`src/rtl/glue68k_pkg.sv`:
```
package glue68k_pkg;

    localparam int ADDR_W = 22;

    // Top two address bits choose one of four 1MB windows
    typedef enum logic [1:0] {
        WIN_RAM   = 2'b00,
        WIN_ROM   = 2'b01,
        WIN_MEMRQ = 2'b10,
        WIN_IORQ  = 2'b11
    } win_t;

    typedef enum logic {
        BOOT_VECTOR = 1'b0,
        BOOT_RUN    = 1'b1
    } boot_state_t;

endpackage

```
`src/rtl/glue68k_decode.sv`:
```
module glue68k_decode
    import glue68k_pkg::*;
(
    input  logic [2:0] addr_hi,
    input  logic       as_act,
    input  logic       overlay,
    output logic [1:0] ram_cs,
    output logic [1:0] rom_cs,
    output logic       memrq,
    output logic       iorq,
    output logic       mem_win
);
    win_t win;
    logic bank;

    assign win  = win_t'(addr_hi[2:1]);
    assign bank = addr_hi[0];

    always_comb begin
        ram_cs  = 2'b00;
        rom_cs  = 2'b00;
        memrq   = 1'b0;
        iorq    = 1'b0;
        mem_win = 1'b0;
        if (as_act) begin
            unique case (win)
                WIN_RAM: begin
                    mem_win = 1'b1;
                    if (bank)         ram_cs[1] = 1'b1;
                    else if (overlay) rom_cs[0] = 1'b1;
                    else              ram_cs[0] = 1'b1;
                end
                WIN_ROM: begin
                    mem_win      = 1'b1;
                    rom_cs[bank] = 1'b1;
                end
                WIN_MEMRQ: begin
                    mem_win = 1'b1;
                    memrq   = 1'b1;
                end
                WIN_IORQ: iorq = 1'b1;
            endcase
        end
    end


    always_comb begin
        at_most_one_select_chk: assert ($countones({ram_cs, rom_cs, memrq, iorq}) <= 1);
    end

endmodule

```
`src/rtl/glue68k_boot_overlay.sv`:
```
module glue68k_boot_overlay
    import glue68k_pkg::*;
#(
    parameter int VEC_FETCHES = 8,
    parameter int CNT_W       = 4
) (
    input  logic clk,
    input  logic rst_n,
    input  logic as_act,
    output logic overlay
);
    localparam logic [CNT_W-1:0] LAST = CNT_W'(VEC_FETCHES - 1);
    localparam logic [CNT_W-1:0] DONE = CNT_W'(VEC_FETCHES);

    boot_state_t      state, state_nx;
    logic [CNT_W-1:0] cnt, cnt_nx;
    logic             as_q;
    logic             cyc_end;

    assign cyc_end = as_q && !as_act;

    always_ff @(posedge clk or negedge rst_n) begin
        if (!rst_n) begin
            state <= BOOT_VECTOR;
            cnt   <= '0;
            as_q  <= 1'b0;
        end else begin
            state <= state_nx;
            cnt   <= cnt_nx;
            as_q  <= as_act;
        end
    end

    always_comb begin
        state_nx = state;
        cnt_nx   = cnt;
        unique case (state)
            BOOT_VECTOR: if (cyc_end) begin
                cnt_nx = cnt + 1'b1;
                if (cnt == LAST) state_nx = BOOT_RUN;
            end
            BOOT_RUN: cnt_nx = DONE;
        endcase
    end

    always_comb begin
        unique case (state)
            BOOT_VECTOR: overlay = 1'b1;
            BOOT_RUN:    overlay = 1'b0;
        endcase
    end


    run_is_sticky_chk: assert property (@(posedge clk) disable iff (!rst_n)
        state == BOOT_RUN |=> state == BOOT_RUN);


    cnt_saturates_chk: assert property (@(posedge clk) disable iff (!rst_n)
        cnt <= DONE);


    vector_count_chk: assert property (@(posedge clk) disable iff (!rst_n)
        (state == BOOT_VECTOR && cyc_end && cnt != LAST) |=> state == BOOT_VECTOR);

endmodule

```
`src/rtl/glue68k_top.sv`:
```
module glue68k_top
    import glue68k_pkg::*;
#(
    parameter int VEC_FETCHES = 8,
    parameter int CNT_W       = 4
) (
    input  logic              clk,
    input  logic              rst_n,
    input  logic [ADDR_W-1:0] cpu_addr,
    input  logic              cpu_as_n,
    input  logic              cpu_ds_n,
    input  logic              cpu_rw,
    input  logic              bus_nmi,
    input  logic              bus_int,
    output logic [2:0]        cpu_ipl_n,
    output logic              cpu_dtack_n,
    output logic              cpu_vpa_n,
    output logic              bus_rd,
    output logic              bus_wr,
    output logic [1:0]        ram_cs,
    output logic [1:0]        rom_cs,
    output logic              bus_memrq,
    output logic              bus_iorq,
    output logic              halt_oe,
    output logic              reset_oe
);
    logic as_act, ds_act, overlay, mem_win;
    wire  unused_addr_lo = ^cpu_addr[ADDR_W-4:0];

    assign as_act = !cpu_as_n;
    assign ds_act = !cpu_ds_n;

    glue68k_boot_overlay #(.VEC_FETCHES(VEC_FETCHES), .CNT_W(CNT_W)) u_boot (
        .clk     (clk),
        .rst_n   (rst_n),
        .as_act  (as_act),
        .overlay (overlay)
    );

    glue68k_decode u_dec (
        .addr_hi (cpu_addr[ADDR_W-1:ADDR_W-3]),
        .as_act  (as_act),
        .overlay (overlay),
        .ram_cs  (ram_cs),
        .rom_cs  (rom_cs),
        .memrq   (bus_memrq),
        .iorq    (bus_iorq),
        .mem_win (mem_win)
    );

    assign cpu_dtack_n = !(mem_win && ds_act);
    assign cpu_vpa_n   = !bus_iorq;
    assign bus_rd      = ds_act && cpu_rw;
    assign bus_wr      = ds_act && !cpu_rw;

    always_comb begin
        if (bus_nmi)      cpu_ipl_n = 3'b000;
        else if (bus_int) cpu_ipl_n = 3'b110;
        else              cpu_ipl_n = 3'b111;
    end

    assign halt_oe  = !rst_n;
    assign reset_oe = !rst_n;


    ack_exclusive_chk: assert property (@(posedge clk) disable iff (!rst_n)
        !(!cpu_dtack_n && !cpu_vpa_n));


    strobe_exclusive_chk: assert property (@(posedge clk) disable iff (!rst_n)
        !(bus_rd && bus_wr));


    upper_ram_kept_chk: assert property (@(posedge clk) disable iff (!rst_n)
        (as_act && cpu_addr[ADDR_W-1:ADDR_W-3] == 3'b001) |-> ram_cs[1]);

endmodule

```
`config.mk`:
```
export PLATFORM = sky130hd
export DESIGN_NAME = glue68k_top
export DESIGN_NICKNAME = d
export VERILOG_FILES = /design/src/rtl/glue68k_pkg.sv /design/src/rtl/glue68k_decode.sv /design/src/rtl/glue68k_boot_overlay.sv /design/src/rtl/glue68k_top.sv
export SDC_FILE = /design/constraint.sdc
export NUM_CORES = 1
export LEC_CHECK = 0
export ABC_AREA = 1
export BUFFER_PORTS_ARGS = -buffer_cell sky130_fd_sc_hd__buf_2
export CAP_MARGIN = 15
export CORE_AREA = 5 5 42 44
export CTS_CLUSTER_SIZE = 28
export DETAILED_ROUTE_END_ITERATION = 8
export DIE_AREA = 0 0 47 49
export GPL_TIMING_DRIVEN = 0
export PLACE_DENSITY_LB_ADDON = 0.25
export SLEW_MARGIN = 40
export SYNTH_ARGS = -nofsm -noshare
export SYNTH_HDL_FRONTEND = slang
export SYNTH_HIERARCHICAL = 1
export SYNTH_SLANG_ARGS = --single-unit
```
`constraint.sdc`:
```
create_clock -name clk -period 2.3 [get_ports clk]
set_clock_uncertainty 0.2 [all_clocks]
set_input_delay 0.46 -clock clk [delete_from_list [all_inputs] [get_ports clk]]
set_output_delay 0.46 -clock clk [all_outputs]
set_load 0.02 [all_outputs]
```
# Word-level counts from Yosys, hierarchy flattened
# Cells that the tools add are included.
[totals]
register_bits = 6
[classes]
order_cmp = 2
addsub = 1
n_eq_ne = 5
mux = 26
bitwise = 1
n_reduce_logical = 13
[op_table]
columns = ["op", "count"]
rows = [
  ["1-bit 2-to-1 mux", 17],
  ["4-bit one-hot mux with 2 select lines", 1],
  ["1-bit zero test", 6],
  ["2-bit 2-to-1 mux", 3],
  ["1-bit logical AND", 5],
  ["4-bit by 1-bit adder with 4-bit output, second input constant", 1],
  ["2-bit == test, second input constant", 2],
  ["4-bit by 3-bit == test with 1-bit output, second input constant", 1],
  ["4-bit 2-to-1 mux", 1],
  ["1-bit one-hot mux with 2 select lines", 2],
  ["3-bit 2-to-1 mux", 1],
  ["3-bit OR reduction", 1],
  ["2-bit by 1-bit == test with 1-bit output, second input constant", 1],
  ["2-bit zero test", 1],
  ["1-bit by 2-bit less-than comparator with 1-bit output, second input constant", 1],
  ["2-bit by 1-bit inequality test with 1-bit output, second input constant", 1],
  ["1-bit demux with 1-bit select", 1],
  ["1-bit >= comparator, second input constant", 1],
  ["1-bit NOT", 1],
]

# Depth between registers and ports, before layout
# Gate-level depths: netlist (run 1).
[depth]
depth_word = 6
ltp_mapped = 6
mapped_depth_nobuf = 6

# Hierarchy
# Netlist (run 1), hierarchy kept.
[by_module_without_submodules]
columns = ["mod", "n_inst", "area_per_inst_um2", "cells_each"]
rows = [
  ["glue68k_boot_overlay", 1, 267.8, 32],
  ["glue68k_decode", 1, 76.3, 17],
  ["glue68k_top", 1, 52.6, 12],
]

# Worst setup path before layout (run 1)
# OpenSTA, ideal clock, no wires.
[synth_path]
path_type = "input port to output port"
startpoint = "input cpu_as_n"
endpoint = "output cpu_vpa_n"
required_time_ns = 1.640
cell_stages = 4
t_arrival_ns = 1.240
path_slack_ns = 0.400
path_cell_list = "inv_1 > inv_2 > nor3_2 > inv_1"
[synth_between]
elab_chain_cells = 2
[synth_lines]
columns = ["item", "line_no", "rtl"]
rows = [
  ["start: declaration", "glue68k_top.sv:10", "input logic cpu_as_n,"],
  ["1-bit 2-to-1 mux", "glue68k_decode.sv:25", "if (as_act) begin"],
  ["named net bus_iorq", "glue68k_top.sv:23", "output logic bus_iorq,"],
  ["1-bit zero test", "glue68k_top.sv:52", "assign cpu_vpa_n = !bus_iorq;"],
  ["end: declaration", "glue68k_top.sv:17", "output logic cpu_vpa_n,"],
]
# The timed path passes the listed nets, and every way through them passes these cells.

# Worst setup path after layout (run 1)
[layout_path]
startpoint = "input rst_n"
endpoint = "output reset_oe"
[layout_between]
elab_chain_cells = 1
[layout_lines]
columns = ["item", "line_no", "rtl"]
rows = [
  ["start: declaration", "glue68k_top.sv:8", "input logic rst_n,"],
  ["1-bit zero test (no source line)", "--", ""],
  ["end: declaration", "glue68k_top.sv:25", "output logic reset_oe"],
]
# No other way between the ends.

==> load_flow_metrics.sql, run 1 <==
INSERT INTO impl_metrics (metric_group, metric, value, unit) VALUES
('sta', 'finalSetupViolations', '0', ''),
('sta', 'rsz_0062_raised_after_global_routing', 'false', ''),
('global_route', 'total_grt_usage', '9.41', '%'),
('global_route', 'grt_pass1_wl', '1570', 'um'),
('pwr', 'powerDensity', '461', 'nW/um^2'),
('drt', 'wire_per_inst', '8.74', 'um'),
('worst_setup_path', 'arrival', '1520', 'ps'),
('sta', 'fin_tns_setup', '0', 'ps'),
('clock_network', 'clk_transition_reported_paths', '50', 'ps'),
('synthesis', 'post_synth_instance_area', '397', 'um^2'),
('global_route', 'largest_net_degree_at_the_start_of_global_routing', '8', ''),
('synthesis', 'synth_cell_type_count', '14', ''),
('synthesis', 'synthMostInstantiatedCell', 'inv_1', ''),
('die', 'die-height', '49', 'um'),
('sta', 'final_min_period_over_clock_period', '94.6', '%'),
('clock_network', 'cts.htree.levels', '1', ''),
('clock_network', 'tritoncts', 'yes', ''),
('clock_network', 'cts_bufs_inserted', '3', ''),
('final_layout', 'sequential_cell_area', '150', 'um^2'),
('final_layout', 'fill_cells', '160', ''),
('global_route', 'first_global_vias', '387', ''),
('clock_network', 'buffers_from_clock_root_to_sink_at_most', '2', ''),
('worst_setup_path', 'timing.critical_path.fanout_max', '7', ''),
('drt', 'routed-via-count', '432', ''),
('synthesis', 'syn_nets', '91', ''),
('job', 'cap_viol_max_count', '0', ''),
('die', 'rows', '14', ''),
('final_layout', 'multiInputGateArea', '168', 'um^2'),
('min_path', 'holdCritStartpoint', 'cpu_as_n', ''),
('sta', 'hold_slack', '272', 'ps'),
('sta', 'clock.fmax', '0.460', 'GHz'),
('placed_design', 'portBuffers', '24', ''),
('drt', 'first_pass_drt_iterations', '3', ''),
('drt', 'ant_nets', '0', ''),
('placed_design', 'dp_hpwl', '773', 'um'),
('min_path', 'holdPathEnd', 'u_boot/as_q', ''),
('clock_network', 'clockRootBuffer', 'clkbuf_4', ''),
('synthesis', 'synth.avg_cell_area', '6.50', 'um^2'),
('sta', 'slew_violations', '0', ''),
('worst_setup_path', 'r2r_slack', '1050', 'ps'),
('die', 'dieArea', '2300', 'um^2'),
('die', 'ios', '44', ''),
('synthesis', 'synthesis.instances', '61', ''),
('final_layout', 'final_layout_size_suffix_gt1_share', '38.2', '%'),
('min_path', 'holdPathStages', '2', ''),
('final_layout', 'flow.area_growth_from_synthesis', '43.5', '%'),
('final_layout', 'final_core_utilization', '40.6', '%'),
('drt', 'first_iter_violations', '6', ''),
('synthesis', 'number_of_synthesized_flops_with_an_enable_pin', '0', ''),
('global_route', 'antenna_found_initial', '0', ''),
('clock_network', 'clkLatencyLatePin', '240', 'ps'),
('final_layout', 'finalNetCount', '121', ''),
('final_layout', 'diodes', '0', ''),
('synthesis', 'asyncSetResetFlopFracSynth', '100', '%'),
('status', 'outcome', 'complete, no violations', ''),
('synthesis', 'synth.ff_latch_count', '6', ''),
('worst_setup_path', 'cp-start-kind', 'input pin', ''),
('pwr', 'max-vdd-ir-drop', '0.194', 'mV'),
('synthesis', 'post-synth-top-area-fraction', '37.9', '%'),
('clock_network', 'cts.sink_count', '6', ''),
('drt', 'wirelength', '918', 'um'),
('worst_setup_path', 'critical_path_required', '1640', 'ps'),
('synthesis', 'synthTopCellsByCount', 'inv_1 (15), nor2_1 (12), nand2_1 (10)', ''),
('worst_setup_path', 'worst-r2r-cell-count', '3', ''),
('synthesis', 'netlist_top_cells_area', 'dfrtp_1 (38%), inv_1 (14%), nor2_1 (11%)', ''),
('synthesis', 'dominantRegCellSynth', 'dfrtp_1', ''),
('worst_setup_path', 'crit_type', 'input pin to output pin', ''),
('pwr', 'total_power', '0.262', 'mW'),
('sta', 'post-route-min-period', '2180', 'ps'),
('drt', 'route.detailed.vias_per_inst', '4.11', ''),
('placed_design', 'weighted_congestion_at_the_end_of_routability_driven_global_placement', '0.723', '');
-- sequential cells by signal, indices dropped and copies added (netlist names) --
name and flops:
u_boot/as_q 1, u_boot/state 1, u_boot/cnt 4
-- metrics by stage --
stage / cell area [um^2] / setup WS (ps) / std cells
after floorplan: 397 / 400 / 61
after global placement: 537 / 432 / 101
after detailed placement: 537 / 419 / 101
after CTS: 569 / 102 / 105
after global routing: 569 / 61.7 / 105
final: 569 / 124 / 105
-- power by group --
part	leakage [nW]	internal, mW	switching [mW]
logic	0.263	0.0217	0.0368
clock network	0.0138	0.0590	0.0375
registers	0.0711	0.107	0.000393
-- repair_timing --
| item | 4_1_cts | 5_1_grt |
|---|---|---|
| endpoints found under the hold margin | 6 | 0 |
| gates resized for setup | 0 | 0 |
| hold buffers | 1 | 0 |
-- how the worst max path moves through the flow --
stage	cells past startpoint	endpoint	startpoint	slack, ps
after CTS	5	reset_oe	rst_n	100
after floorplan	4	cpu_vpa_n	cpu_as_n	400
after global placement	6	cpu_vpa_n	cpu_as_n	430
after global routing	5	reset_oe	rst_n	60
final	5	reset_oe	rst_n	120
after detailed placement	6	cpu_vpa_n	cpu_as_n	420
-- worst max-delay path: stages --
cell and delay (ps):
dlygate4sd3_1 520, buf_2 200, inv_1 70, buf_4 120
buf_2 150
-- layout by cell type (no fill, tap or decap) --
| cell | n |
|---|---|
| inv_2 | 2 |
| buf_4 | 2 |
| buf_2 | 24 |
| nand3_1 | 4 |
| nand2_1 | 10 |
| nor3_2 | 1 |
| o21ai_1 | 1 |
| nor2_2 | 2 |
| inv_1 | 15 |
| o21ai_0 | 2 |
| a21oi_1 | 1 |
| nor3_1 | 2 |
| dlygate4sd3_1 | 1 |
| dfrtp_1 | 6 |
| clkbuf_4 | 3 |
| nor2_1 | 12 |
| ha_1 | 1 |
-- layout make-up --
class,count,area share (%)
plain buffers,2,2.64
multi-input cells,36,29.5
flip-flops and latches,6,26.4
repair buffers,25,22.9
inverters,17,11.2
well taps,16,3.52
clock buffers,3,3.96
-- cells by family after synthesis --
family | synth area share, %
and+or+nand+nor | 34.1
buffers and inverters | 19.9
DFF | 37.9
AOI/OAI and AO/OA | 5.04
adders and majority gates | 3.15
-- per-layer routing --
layer	global-route usage, %	wire [um]	up-vias	part of all wire (%)
met1	12.5	411	183	45
met5	0	0	-	0
met3	3.32	70	2	7.6
li1	-	-	234	-
met4	5.53	4	0	0.44
met2	12.7	431	13	47
(Power assumes the default switching activity.)
==> run 2, diff against run 1 <==
--- a/config.mk
+++ b/config.mk
@@ -14,6 +14,7 @@
 export DIE_AREA = 0 0 47 49
 export GPL_TIMING_DRIVEN = 0
 export PLACE_DENSITY_LB_ADDON = 0.25
+export RECOVER_POWER = 100
 export SLEW_MARGIN = 40
 export SYNTH_ARGS = -nofsm -noshare
 export SYNTH_HDL_FRONTEND = slang
==> load_flow_metrics.sql, run 2 (synthesis gave the netlist of run 1 again) <==
INSERT INTO impl_metrics (metric_group, metric, value, unit) VALUES
('sta', 'hold_slack', '263', 'ps'),
('worst_setup_path', 'r2r-start', 'u_boot/cnt[0]', ''),
('die', 'initial_cell_density_of_the_core', '28.3', '%'),
('placed_design', 'weighted_congestion_at_the_end_of_routability_driven_global_placement', '0.723', ''),
('worst_setup_path', 'regToRegEndpoint', 'u_boot/cnt[1]', ''),
('clock_network', 'cts_setup_buffers', '0', ''),
('global_route', 'busiest_layer', 'met2', ''),
('job', 'cap_viol_max_count', '0', ''),
('die', 'fp.coreArea', '1400', 'um^2'),
('drt', 'wirelength', '915', 'um'),
('clock_network', 'cts.sink_count', '6', ''),
('final_layout', 'largest_register', 'u_boot/cnt', ''),
('pwr', 'cellLeakagePower', '0.302', 'nW'),
('clock_network', 'clk_transition_reported_paths', '50', 'ps'),
('die', 'rows', '14', ''),
('global_route', 'first_global_vias', '387', ''),
('worst_setup_path', 'critical_path_required', '1640', 'ps'),
('clock_network', 'buffers_from_clock_root_to_sink_at_most', '2', ''),
('final_layout', 'layout.cells.non_filler', '105', ''),
('final_layout', 'finalNetCount', '121', ''),
('pwr', 'total_power', '0.258', 'mW'),
('sta', 'final_min_period_over_clock_period', '94.5', '%'),
('status', 'outcome', 'complete, no violations', ''),
('final_layout', 'largest_register_ffs', '4', ''),
('drt', 'wire_per_inst', '8.71', 'um'),
('sta', 'slew_violations', '0', ''),
('final_layout', 'final_layout_size_suffix_gt1_share', '21.3', '%'),
('worst_setup_path', 'crit_type', 'input pin to output pin', ''),
('final_layout', 'top_library_cells_by_usage_in_the_layout_fill_and_taps_aside', 'inv_1 (15), nor2_1 (13), clkbuf_1 (13)', ''),
('placed_design', 'dp_hpwl', '773', 'um'),
('placed_design', 'place_inst', '101', ''),
('clock_network', 'tritoncts', 'yes', ''),
('clock_network', 'cts.htree.levels', '1', ''),
('drt', 'ant_nets', '0', ''),
('global_route', 'grtUsageMet3', '3.32', '%'),
('final_layout', 'largestRegisters', 'u_boot/cnt x4, u_boot/as_q x1, u_boot/state x1', ''),
('sta', 'clock.fmax', '0.460', 'GHz'),
('final_layout', 'diodes', '0', ''),
('global_route', 'antenna_found_initial', '0', ''),
('sta', 'finalSetupViolations', '0', ''),
('worst_setup_path', 'timing.critical_path.fanout_max', '7', ''),
('min_path', 'holdCritStartpoint', 'cpu_as_n', ''),
('drt', 'routed-via-count', '433', ''),
('drt', 'route.detailed.vias_per_inst', '4.12', ''),
('sta', 'max-slew-margin-rel', '82.6', '%'),
('clock_network', 'clkLatencyLatePin', '240', 'ps'),
('drt', 'first_iter_violations', '5', ''),
('sta', 'timing_hold_violations_final', '0', ''),
('sta', 'fin_tns_setup', '0', 'ps'),
('drt', 'post-route-drc-count', '0', ''),
('die', 'dieArea', '2300', 'um^2'),
('global_route', 'largest_net_degree_at_the_start_of_global_routing', '8', ''),
('drt', 'first_pass_drt_iterations', '4', ''),
('global_route', 'grt_pass1_wl', '1570', 'um'),
('worst_setup_path', 'r2r_slack', '1050', 'ps'),
('global_route', 'use_met2', '12.7', '%'),
('sta', 'post-route-min-period', '2170', 'ps'),
('final_layout', 'fill_cells', '171', ''),
('global_route', 'total_grt_usage', '9.41', '%'),
('placed_design', 'portBuffers', '24', ''),
('worst_setup_path', 'cp-end-kind', 'output pin', ''),
('worst_setup_path', 'worst-r2r-cell-count', '3', ''),
('pwr', 'powerDensity', '473', 'nW/um^2'),
('final_layout', 'layout.cells.most_common', 'inv_1', ''),
('final_layout', 'flow.area_growth_from_synthesis', '37.5', '%'),
('die', 'die_width', '47', 'um'),
('sta', 'tightestPinTransition', '262', 'ps'),
('sta', 'rsz_0062_raised_after_global_routing', 'false', ''),
('worst_setup_path', 'worstSetupStartpoint', 'rst_n', ''),
('global_route', 'grt_overflow', '0', ''),
('min_path', 'hp-class', 'input pin to flip-flop', ''),
('worst_setup_path', 'cp-start-kind', 'input pin', ''),
('global_route', 'groute.layer.met1.usage', '12.5', '%'),
('clock_network', 'clockRootBuffer', 'clkbuf_4', ''),
('min_path', 'holdPathStages', '2', ''),
('worst_setup_path', 'arrival', '1510', 'ps'),
('clock_network', 'cts_bufs_inserted', '3', ''),
('min_path', 'holdPathEnd', 'u_boot/as_q', ''),
('die', 'ios', '44', ''),
('pwr', 'max-vdd-ir-drop', '0.191', 'mV'),
('die', 'die-height', '49', 'um');
[run 2: cell types whose count changed in the layout (fill, tap and decap cells not counted), sizes merged]
cell	previous run	this run
buf	26	12
clkbuf	3	17
[run 2: final cells by class]
class / count / area, um^2 / share of cell area [%]
Multi-Input combinational cell: 36 / 160 / 29.4
Buffer: 2 / 15.0 / 2.75
Timing Repair Buffer: 25 / 114 / 20.9
Tap cell: 16 / 20.0 / 3.67
Clock buffer: 3 / 22.5 / 4.13
Sequential cell: 6 / 150 / 27.5
Inverter: 17 / 63.8 / 11.7
[run 2: critical path: stages]
cell	delay (ps)
dlygate4sd3_1	520
buf_2	200
inv_1	70
buf_4	130
clkbuf_2	140
[run 2: worst max path at each step]
stage	end	slack, ps
floorplan	cpu_vpa_n	400
CTS	reset_oe	100
detailed placement	cpu_vpa_n	420
finish	reset_oe	130
global route	reset_oe	60
global placement	cpu_vpa_n	430
[run 2: what timing repair did]
action / 4_1_cts / 5_1_grt
endpoints found under the setup margin: 0 / 0
resized for setup: 0 / 0
hold buffers: 1 / 0
hold endpoints to repair: 6 / 0
[run 2: per-layer routing]
layer	up-vias	routed length, um
met3	2	74
met1	183	396
met2	13	440
li1	235	-
met5	-	0
met4	0	4
[run 2: metrics by stage]
stage / utilization (%) / setup slack, ps / instance area, um^2
finish: 38.9 / 126 / 546
global route: 38.9 / 58.6 / 546
CTS: 40.6 / 102 / 569
detailed placement: 38.3 / 419 / 537
global placement: 38.3 / 432 / 537
floorplan: - / 400 / 397
[run 2: power breakdown]
group          switching, mW  total (mW)  internal, mW
logic                 0.0364      0.0551        0.0187
clock network         0.0370      0.0959        0.0590
registers           0.000397       0.107         0.107
total                 0.0738       0.258         0.184
==> run 3, diff against run 2 <==
--- a/config.mk
+++ b/config.mk
@@ -8,10 +8,10 @@
 export ABC_AREA = 1
 export BUFFER_PORTS_ARGS = -buffer_cell sky130_fd_sc_hd__buf_2
 export CAP_MARGIN = 15
-export CORE_AREA = 5 5 42 44
+export CORE_AREA = 2 2 39 41
 export CTS_CLUSTER_SIZE = 28
 export DETAILED_ROUTE_END_ITERATION = 8
-export DIE_AREA = 0 0 47 49
+export DIE_AREA = 0 0 41 43
 export GPL_TIMING_DRIVEN = 0
 export PLACE_DENSITY_LB_ADDON = 0.25
 export RECOVER_POWER = 100
==> load_flow_metrics.sql, run 3 (synthesis gave the netlist of run 1 again) <==
INSERT INTO impl_metrics (metric_group, metric, value, unit) VALUES
('pwr', 'power_frac_clock', '37.4', '%'),
('pwr', 'max-vdd-ir-drop', '0.250', 'mV'),
('final_layout', 'layout.cell_area.non_filler', '546', 'um^2'),
('global_route', 'first_global_vias', '349', ''),
('worst_setup_path', 'critical_path_required', '1640', 'ps'),
('drt', 'first_iter_violations', '6', ''),
('sta', 'rsz_0062_raised_after_global_routing', 'false', ''),
('clock_network', 'buffers_from_clock_root_to_sink_at_most', '2', ''),
('final_layout', 'final_layout_size_suffix_gt1_share', '21.3', '%'),
('pwr', 'cellLeakagePower', '0.308', 'nW'),
('worst_setup_path', 'maximum_cell_stage_delay_along_the_critical_path', '520', 'ps'),
('global_route', 'grt_pass1_wl', '1410', 'um'),
('final_layout', 'flow.area_growth_from_synthesis', '37.5', '%'),
('sta', 'post-route-min-period', '2170', 'ps'),
('die', 'rows', '14', ''),
('die', 'dieArea', '1760', 'um^2'),
('min_path', 'hp-class', 'input pin to flip-flop', ''),
('drt', 'first_pass_drt_iterations', '4', ''),
('pwr', 'power.share.switching', '28.7', '%'),
('pwr', 'p_comb_share', '21.2', '%'),
('clock_network', 'tritoncts', 'yes', ''),
('final_layout', 'largest_register_ffs', '4', ''),
('drt', 'route.detailed.vias_per_inst', '4.15', ''),
('sta', 'slew_violations', '0', ''),
('worst_setup_path', 'crit_type', 'input pin to output pin', ''),
('worst_setup_path', 'cell_chain_of_the_critical_path', 'dlygate4sd3_1, buf_2, inv_1, buf_4, clkbuf_2', ''),
('drt', 'wire_per_inst', '8.46', 'um'),
('clock_network', 'cts.htree.levels', '1', ''),
('sta', 'final_min_period_over_clock_period', '94.2', '%'),
('sta', 'clock.fmax', '0.461', 'GHz'),
('pwr', 'powerDensity', '475', 'nW/um^2'),
('global_route', 'grt_overflow', '0', ''),
('drt', 'post-route-drc-count', '0', ''),
('final_layout', 'diodes', '0', ''),
('placed_design', 'portBuffers', '24', ''),
('clock_network', 'cts_bufs_inserted', '3', ''),
('clock_network', 'clockRootBuffer', 'clkbuf_4', ''),
('clock_network', 'cts.sink_count', '6', ''),
('clock_network', 'post_cts_resized', '0', ''),
('die', 'fp.coreArea', '1380', 'um^2'),
('pwr', 'seq_power_share', '41.4', '%'),
('sta', 'tightestPinTransition', '272', 'ps'),
('drt', 'ant_nets', '0', ''),
('final_layout', 'top_library_cells_by_usage_in_the_layout_fill_and_taps_aside', 'inv_1 (16), nor2_1 (14), buf_2 (12)', ''),
('placed_design', 'weighted_congestion_at_the_end_of_routability_driven_global_placement', '0.743', ''),
('drt', 'routed-via-count', '436', ''),
('worst_setup_path', 'arrival', '1510', 'ps'),
('global_route', 'total_grt_usage', '12.3', '%'),
('final_layout', 'finalNetCount', '121', ''),
('final_layout', 'largest_register', 'u_boot/cnt', ''),
('sta', 'fin_tns_setup', '0', 'ps'),
('clock_network', 'clkLatencyLatePin', '240', 'ps'),
('placed_design', 'dp_hpwl', '700', 'um'),
('worst_setup_path', 'critical-path-slowest-cell', 'dlygate4sd3_1', ''),
('pwr', 'power_report.internal_total', '0.185', 'mW'),
('clock_network', 'clk_transition_reported_paths', '40', 'ps'),
('global_route', 'antenna_found_initial', '0', ''),
('final_layout', 'layout.cells.most_common', 'inv_1', ''),
('die', 'die_width', '41', 'um'),
('placed_design', 'post_dp_cell_area', '537', 'um^2'),
('sta', 'max-slew-margin-rel', '81.8', '%'),
('sta', 'finalSetupViolations', '0', ''),
('worst_setup_path', 'cp-end-kind', 'output pin', ''),
('die', 'initial_cell_density_of_the_core', '28.7', '%'),
('sta', 'timing_hold_violations_final', '0', ''),
('worst_setup_path', 'cp-start-kind', 'input pin', ''),
('die', 'ios', '44', ''),
('status', 'outcome', 'complete, no violations', ''),
('drt', 'wirelength', '888', 'um'),
('pwr', 'netSwitchingPower', '0.0745', 'mW'),
('global_route', 'largest_net_degree_at_the_start_of_global_routing', '8', ''),
('worst_setup_path', 'timing.critical_path.fanout_max', '7', ''),
('die', 'die-height', '43', 'um'),
('final_layout', 'largestRegisters', 'u_boot/cnt x4, u_boot/as_q x1, u_boot/state x1', ''),
('job', 'cap_viol_max_count', '0', '');
[run 3: changes by cell type in the layout (fill, tap and decap cells not counted)]
| cell | change |
|---|---|
| buf_2 | +2 |
| nor2_2 | -1 |
| inv_2 | -1 |
| o21ai_1 | +1 |
| inv_1 | +1 |
| clkbuf_1 | -2 |
| nor2_1 | +1 |
| o21ai_0 | -1 |
[run 3: repair_timing]
action                                 CTS  global route
hold buffers                             1             0
buffers inserted                         0             0
endpoints found under the hold margin    6             0
[run 3: metal layers]
metal	wire, um	up-vias	part of all wire [%]	GRT usage [%]
met5	0	-	0	0
met4	0	0	0	6.00
met3	35	0	3.9	7.85
met2	469	8	53	16.9
met1	382	189	43	14.4
li1	-	239	-	-
[run 3: worst max-delay path: cells and delay by family]
family	cells	cell delay [ps]
buffers and inverters	5	1050
[run 3: power by group through the flow]
stage / registers [mW] / logic (mW) / clock network, mW
3_3_place_gp: 0.109 / 0.0568 / 0
3_5_place_dp: 0.109 / 0.0579 / 0
4_1_cts: 0.107 / 0.0593 / 0.104
6_report: 0.107 / 0.0550 / 0.0970
2_1_floorplan: 0.109 / 0.0334 / 0
5_1_grt: 0.107 / 0.0618 / 0.115
[run 3: worst paths after layout]
kind | end | slack (ps) | depth (start not counted) | startpoint
setup / recovery | reset_oe | 130 | 5 | rst_n
hold / removal | u_boot/as_q | 260 | 2 | cpu_as_n
setup reg to reg | u_boot/cnt[1] | 1050 | 3 | u_boot/cnt[0]
hold reg to reg | u_boot/state | 270 | 1 | u_boot/cnt[3]
max in group asynchronous | u_boot/cnt[1] | 1370 | 2 | rst_n
min in group asynchronous | u_boot/state | 370 | 2 | rst_n
[run 3: area by class of cell]
class	count	area [um^2]
Timing Repair Buffer	25	116
Fill cell	170	838
Sequential cell	6	150
Tap cell	16	20.0
Inverter	17	63.8
Buffer	2	15.0
Clock buffer	3	22.5
Multi-Input combinational cell	36	158
[run 3: stage by stage]
stage / power (mW) / setup WS, ps / hold WS (ps) / utilization [%] / instances
3_3_place_gp: 0.166 / 432 / 96.1 / 38.8 / 101
4_1_cts: 0.271 / 108 / 274 / 41.1 / 105
5_1_grt: 0.283 / 31.4 / 252 / 39.4 / 105
2_1_floorplan: 0.142 / 400 / -35.6 / - / 61
6_report: 0.259 / 133 / 259 / 39.4 / 105
3_5_place_dp: 0.167 / 414 / 103 / 38.8 / 101
